$ cat src/rtl/stream_bar_pkg.sv
package stream_bar_pkg;

  typedef enum logic {
    MODE_PASS = 1'b0,
    MODE_TAP  = 1'b1
  } slot_mode_e;

  // A write that leaves the mode unchanged is not a switch.
  function automatic logic mode_switching(input logic hit, input logic new_mode,
                                          input logic cur_mode);
    return hit && (new_mode != cur_mode);
  endfunction

  // The module's word is taken only in a settled tap mode.
  function automatic logic take_module(input logic cur_mode, input logic switching);
    return (cur_mode == MODE_TAP) && !switching;
  endfunction

endpackage

$ cat src/rtl/bar_slot_mode.sv
module bar_slot_mode
  import stream_bar_pkg::*;
(
  input  logic clk,
  input  logic rst_n,
  input  logic wr_hit,
  input  logic wr_val,
  output logic mode_q,
  output logic switch_now
);

  always_ff @(posedge clk or negedge rst_n) begin
    if (!rst_n) mode_q <= MODE_PASS;
    else if (wr_hit) mode_q <= wr_val;
  end

  assign switch_now = mode_switching(wr_hit, wr_val, mode_q);


  mode_write_chk: assert property (@(posedge clk) disable iff (!rst_n)
    wr_hit |=> (mode_q == $past(wr_val)));


  mode_hold_chk: assert property (@(posedge clk) disable iff (!rst_n)
    !wr_hit |=> $stable(mode_q));

endmodule

$ cat src/rtl/bar_slot_stage.sv
module bar_slot_stage #(
  parameter int WIDTH = 8
) (
  input  logic             clk,
  input  logic             rst_n,
  input  logic [WIDTH-1:0] up_data,
  input  logic             up_valid,
  input  logic [WIDTH-1:0] mod_data,
  input  logic             mod_valid,
  input  logic             take_mod,
  output logic [WIDTH-1:0] q_data,
  output logic             q_valid
);

  always_ff @(posedge clk or negedge rst_n) begin
    if (!rst_n) begin
      q_data  <= '0;
      q_valid <= 1'b0;
    end else if (take_mod) begin
      q_data  <= mod_data;
      q_valid <= mod_valid;
    end else begin
      q_data  <= up_data;
      q_valid <= up_valid;
    end
  end


  pass_fwd_chk: assert property (@(posedge clk) disable iff (!rst_n)
    !take_mod |=> (q_valid == $past(up_valid)) && (q_data == $past(up_data)));


  tap_fwd_chk: assert property (@(posedge clk) disable iff (!rst_n)
    take_mod |=> (q_valid == $past(mod_valid)) && (q_data == $past(mod_data)));

endmodule

$ cat src/rtl/stream_bar.sv
module stream_bar
  import stream_bar_pkg::*;
#(
  parameter int SLOTS = 4,
  parameter int WIDTH = 8,
  localparam int SLOT_IDX_W = (SLOTS > 1) ? $clog2(SLOTS) : 1
) (
  input  logic                   clk,
  input  logic                   rst_n,
  input  logic [WIDTH-1:0]       in_data,
  input  logic                   in_valid,
  output logic [WIDTH-1:0]       out_data,
  output logic                   out_valid,
  output logic [SLOTS*WIDTH-1:0] tap_data,
  output logic [SLOTS-1:0]       tap_valid,
  input  logic [SLOTS*WIDTH-1:0] mod_data,
  input  logic [SLOTS-1:0]       mod_valid,
  input  logic                   cfg_we,
  input  logic [SLOT_IDX_W-1:0]  cfg_slot,
  input  logic                   cfg_connect,
  output logic [SLOTS-1:0]       mode_state
);

  logic [WIDTH-1:0] seg_data [SLOTS+1];
  logic             seg_valid[SLOTS+1];
  logic [SLOTS-1:0] wr_hit;
  logic [SLOTS-1:0] switching;
  logic [SLOTS-1:0] take_mod;

  assign seg_data[0]  = in_data;
  assign seg_valid[0] = in_valid;

  for (genvar i = 0; i < SLOTS; i++) begin : g_slot
    assign wr_hit[i]   = cfg_we && (cfg_slot == SLOT_IDX_W'(i));
    assign take_mod[i] = take_module(mode_state[i], switching[i]);

    bar_slot_mode u_mode (
      .clk        (clk),
      .rst_n      (rst_n),
      .wr_hit     (wr_hit[i]),
      .wr_val     (cfg_connect),
      .mode_q     (mode_state[i]),
      .switch_now (switching[i])
    );

    bar_slot_stage #(.WIDTH(WIDTH)) u_stage (
      .clk       (clk),
      .rst_n     (rst_n),
      .up_data   (seg_data[i]),
      .up_valid  (seg_valid[i]),
      .mod_data  (mod_data[i*WIDTH +: WIDTH]),
      .mod_valid (mod_valid[i]),
      .take_mod  (take_mod[i]),
      .q_data    (seg_data[i+1]),
      .q_valid   (seg_valid[i+1])
    );

    assign tap_data[i*WIDTH +: WIDTH] = seg_data[i];
    assign tap_valid[i]               = seg_valid[i];


    switch_pass_chk: assert property (@(posedge clk) disable iff (!rst_n)
      (mode_state[i] != $past(mode_state[i])) |->
        (seg_valid[i+1] == $past(seg_valid[i])) && (seg_data[i+1] == $past(seg_data[i])));
  end

  assign out_data  = seg_data[SLOTS];
  assign out_valid = seg_valid[SLOTS];


  always_ff @(posedge clk) begin
    if (!rst_n) begin
      reset_state_chk: assert (mode_state == '0 && !out_valid);
    end
  end

endmodule

$ cat config.mk
export PLATFORM = sky130hd
export DESIGN_NAME = stream_bar
export DESIGN_NICKNAME = d
export VERILOG_FILES = /design/src/rtl/stream_bar_pkg.sv /design/src/rtl/bar_slot_mode.sv /design/src/rtl/bar_slot_stage.sv /design/src/rtl/stream_bar.sv
export SDC_FILE = /design/constraint.sdc
export NUM_CORES = 1
export LEC_CHECK = 0
export BUFFER_PORTS_ARGS = -buffer_cell sky130_fd_sc_hd__buf_4
export CAP_MARGIN = 20
export CORE_ASPECT_RATIO = 0.75
export CORE_MARGIN = 2
export CORE_UTILIZATION = 44
export CTS_CLUSTER_DIAMETER = 100
export CTS_CLUSTER_SIZE = 28
export DETAILED_ROUTE_END_ITERATION = 8
export GPL_ROUTABILITY_DRIVEN = 1
export MAX_ROUTING_LAYER = met4
export PLACE_DENSITY = 0.79
export SYNTH_ARGS = -nofsm -noshare
export SYNTH_HDL_FRONTEND = slang
export SYNTH_HIERARCHICAL = 1
export SYNTH_SLANG_ARGS = --single-unit
$ cat constraint.sdc
create_clock -name clk -period 1.6 [get_ports clk]
set_clock_uncertainty 0.1 [all_clocks]
set_input_delay 0.08 -clock clk [delete_from_list [all_inputs] [get_ports clk]]
set_output_delay 0.08 -clock clk [all_outputs]
set_load 0.02 [all_outputs]
Word-level counts from Yosys, hierarchy flattened
Cells that the tools add are included.
{ "totals": {"register_bits": 40, "latch_bits": 0, "mem_bits_rw": 0, "rom_bits": 0, "inputBits": 51, "out_inout_bits": 49, "mem_count": 0} }
{ "classes": {"n_addsub": 0, "multipliers": 0, "div": 0, "magnitude_cmp": 0, "n_eq_ne": 7, "shift": 0, "muxes": 8, "bitwise_logic": 0, "reduce_logical": 17} }
{ "op_table": {"columns": ["operator", "count"], "rows": [
  ["$mux W8", 4],
  ["$logic_and A1 B1 Y1", 12],
  ["$eq A2 B2 Y1 const B", 2],
  ["$logic_not A1 Y1", 4],
  ["$mux W1", 4],
  ["$ne A1 B1 Y1", 4],
  ["$eq A2 B1 Y1 const B", 1],
  ["$logic_not A2 Y1", 1]
]} }

Longest topological paths before layout
{ "depth": {"word_depth": 6, "mapped_depth": 5} }

Modules after synthesis
Netlist, hierarchy kept.
{ "by_module_without_submodules": {"columns": ["mod", "instances", "cells_each", "area_each_um2"], "rows": [
  ["bar_slot_stage", 4, 19, 371.6],
  ["bar_slot_mode", 4, 4, 51.3],
  ["stream_bar", 1, 17, 130.1]
]} }

Worst setup path after synthesis
No wires, ideal clock.
{ "synth_path": {"kind": "register -> register", "startpoint": "register g_slot[0].u_mode.mode_q", "endpoint": "register g_slot[0].u_stage.q_data[0]", "t_arrival_ns": 1.376, "path_slack_ns": -0.001, "path_stages_with_launch": 6, "path_cell_list": "dfrtp_1 xor2_1 and2_1 nor2b_1 buf_6 mux2_4"} }
{ "synth_via": {"elab_chain_len": 5} }
{ "synth_lines": {"columns": ["item", "line", "source"], "rows": [
  ["start, declared", "bar_slot_mode.sv:8", "output logic mode_q,"],
  ["start signal, assigned", "bar_slot_mode.sv:14", "else if (wr_hit) mode_q <= wr_val;"],
  ["$ne A1 B1 Y1", "stream_bar_pkg.sv:11", "return hit && (new_mode != cur_mode);"],
  ["$logic_and A1 B1 Y1", "stream_bar_pkg.sv:11", null],
  ["via switching[0]", "stream_bar.sv:27", "logic [SLOTS-1:0] switching;"],
  ["$logic_not A1 Y1", "stream_bar_pkg.sv:16", "return (cur_mode == MODE_TAP) && !switching;"],
  ["$logic_and A1 B1 Y1", "stream_bar_pkg.sv:16", null],
  ["via take_mod[0]", "stream_bar.sv:28", "logic [SLOTS-1:0] take_mod;"],
  ["$mux W8", "bar_slot_stage.sv:19", "end else if (take_mod) begin"],
  ["end signal, assigned", "bar_slot_stage.sv:20", "q_data <= mod_data;"],
  ["end signal, assigned", "bar_slot_stage.sv:23", "q_data <= up_data;"],
  ["end, declared", "bar_slot_stage.sv:11", "output logic [WIDTH-1:0] q_data,"]
]} }
The timed path passes the listed nets, and every way through them passes these cells.
A chain may end at the register's enable or synchronous reset.

Worst setup path in the final report
{ "layout_path": {"startpoint": "register g_slot[1].u_mode.mode_q", "endpoint": "register g_slot[1].u_stage.q_data[1]"} }
{ "layout_via": {"elab_chain_len": 5} }
{ "layout_lines": {"columns": ["item", "line"], "rows": [
  ["start, declared", "bar_slot_mode.sv:8"],
  ["start signal, assigned", "bar_slot_mode.sv:14"],
  ["$ne A1 B1 Y1", "stream_bar_pkg.sv:11"],
  ["$logic_and A1 B1 Y1", "stream_bar_pkg.sv:11"],
  ["via switching[1]", "stream_bar.sv:27"],
  ["$logic_not A1 Y1", "stream_bar_pkg.sv:16"],
  ["$logic_and A1 B1 Y1", "stream_bar_pkg.sv:16"],
  ["via take_mod[1]", "stream_bar.sv:28"],
  ["$mux W8", "bar_slot_stage.sv:19"],
  ["end signal, assigned", "bar_slot_stage.sv:20"],
  ["end signal, assigned", "bar_slot_stage.sv:23"],
  ["end, declared", "bar_slot_stage.sv:11"]
]} }
The timed path passes the listed nets, and every way through them passes these cells.

==> metrics.cfg <==
[cts]
cts_tree=done
cts.reportedPaths.clkPinSlew_ps=80
htreeDepth=2
tritoncts_sinks=40
clock_latency_ps=280
cts_root_buf=clkbuf_8
clockBufferDepth=2
cts_made_buffers=5

[outcome]
outcome=finished clean

[setup_path]
critical_path_buf_inv_count=1
worst_path_largest_cell_delay_ps=420
crit_path_top_delay_cell=dfrtp_2
path_cells=xor2_1 > and2_1 > nor2b_2 > buf_6 > mux2_4
critical_path_peak_fanout=5
cp_data_arrival_time_ps=1630
timing.setup.critical_path_class=flip-flop to flip-flop
worstPathRequired_ps=1660
start_kind=flip-flop
endpoint_kind=flip-flop
cell_family_with_the_largest_share_of_critical_path_delay=flip-flops

[yosys]
synthesis.nets=160
synthesis.instances=109
average_footprint_of_a_synthesized_cell_um2=16.7
yosysSeqAreaShare_pct=54.9
syn-cell-area_um2=1820
synth.yosys.warnings=6
ys_ff_latch=40
netlist-cell-type-count=11

[routing]
drt-pass1-iter-count=4
wl_per_cell_um=15.1
route.vias.total=1384
ant_nets=0
dr.first_iter.drc_count=39
routed_wirelength_um=4750
drcViolationCount=0
viasPerCell=4.39

[hold_path]
worst_hold_path_type=primary input to flip-flop

[layout]
postLayoutCellArea_um2=3200
fillCellCount=247
ff_latch_area_um2=1010
drive_gt1_share_pct=64.2
num_antenna_cells=0
num-nets-final=310
flow.area_growth_from_synthesis_pct=75.4
multiInputGateArea_um2=716

[global_routing]
gr-total-overflow=0
grt_pass1_vias=1502
grt_most_used_layer=met2
met1_usage_pct=22.9
grt_use_total_pct=20.9
grt_first_pass_wirelength_um=7070
grt_max_degree=41
met2_usage_pct=36.7
global_route.usage.met3_pct=6.65
grt_antenna_before_repair=0

[pwr]
fin_total_pwr_w=0.00349
power_density_nw_per_um2=1090
peakVddDrop_uv=619
leakage_power_total_nw=1.61

[timing]
worst_pin_slew_ps=492
timing.final.setup_violations=0
maxSlewViolCount=0
grt_setup_unrepaired=true
hold_ws_ps=38.9
maxSlewHeadroom_pct=67.2
fin_crit_ps=1570
final_hold_viol_count=0
final.period_utilization_pct=98.0
max_freq_ghz=0.638

[placed_design]
routabilityCongestion=0.740
placedInstanceArea_um2=2580
place.port_buffers=99

[run]
timing.max_cap.violations=0

[floorplanning]
coreArea_um2=4000
die_y_um=59.7
die-width_um=78.3
std_cell_rows=20
io_pins=100
fp.dieArea_um2=4680
initial_util_pct=45.5

==> final timing paths <==
path | from | end | slack (ps) | cells after the start
min | cfg_connect | g_slot[1].u_mode/mode_q | 40 | 2
max reg2reg | g_slot[1].u_mode/mode_q | g_slot[1].u_stage/q_data[1] | 30 | 5
min reg2reg | g_slot[2].u_stage/q_valid | g_slot[3].u_stage/q_valid | 410 | 1
max | g_slot[1].u_mode/mode_q | g_slot[1].u_stage/q_data[1] | 30 | 5
max in group asynchronous | rst_n | g_slot[1].u_mode/mode_q | 830 | 2
min in group asynchronous | rst_n | g_slot[1].u_stage/q_data[3] | 210 | 2
==> metrics by stage <==
step / cells / utilization (%) / setup TNS (ps) / setup WS, ps
finish: 315 / 79.8 / 0 / 31.7
global route: 315 / 79.8 / -137 / -16.7
CTS: 312 / 78.6 / 0 / 1.19
detailed placement: 257 / 64.4 / -95.6 / -13.9
global placement: 257 / 64.4 / 0 / 60.9
floorplan: 109 / - / 0 / 31.1
==> layer usage <==
metal | vias up | share of wire (%)
li1 | 660 | -
met1 | 635 | 40
met2 | 79 | 50
met3 | 10 | 8.0
met4 | 0 | 2.1
met5 | - | 0
==> kinds of logic after synthesis <==
group	Yosys count	synth area share (%)
mux	40	32.1
flops	40	54.9
buf+inv	13	6.18
simple gates	12	4.81
xor+xnor	4	1.92
==> cell usage in the layout (no fill, tap or decap) <==
master         synthesis  routed
and3_2                 1       1
xor2_1                 4       4
nor3b_2                1       1
buf_6                  4       7
and3b_1                2       2
buf_4                  9     103
dfrtp_1               40      36
nor2b_2                0       3
and2_1                 4       4
mux2_4                36      36
dfrtp_2                0       4
dlygate4sd3_1          0      46
nor2b_1                4       1
mux2_2                 4       4
clkbuf_8               0       6
clkinv_2               0       2
==> state kept, by name, summed over array words and instances (netlist names) <==
register	cells
g_slot.u_mode/mode_q	4
g_slot.u_stage/q_valid	4
g_slot.u_stage/q_data	32
==> cell usage after synthesis (all sizes together) <==
master  count  share of area, %
buf        13               6.2
and2        4               1.4
and3        1              0.41
xor2        4               1.9
mux2       40                32
and3b       2              0.96
nor2b       4               1.4
dfrtp      40                55
nor3b       1              0.69
==> where the power goes <==
part	switching [W]	internal, W
combinational	0.000633	0.000861
clock	0.000319	0.000344
sequential	0.000113	0.00122
total	0.00106	0.00243
==> layout make-up <==
class,count,share of cell area (%)
Clock buffer,6,2.58
Clock inverter,2,0.313
Multi-Input combinational cell,56,22.4
Sequential cell,40,31.5
Tap cell,55,2.15
Timing Repair Buffer,156,41.1
==> what timing repair did <==
item / in CTS / in global routing
endpoints found under the hold margin: 76 / 0
gates cloned: 1 / 2
resized for setup: 3 / 10
hold buffers: 46 / 0
endpoints found under the setup margin: 9 / 36
pin swaps: 0 / 4
setup buffers: 0 / 1
Note: power is estimated with default switching activity, not from simulation.
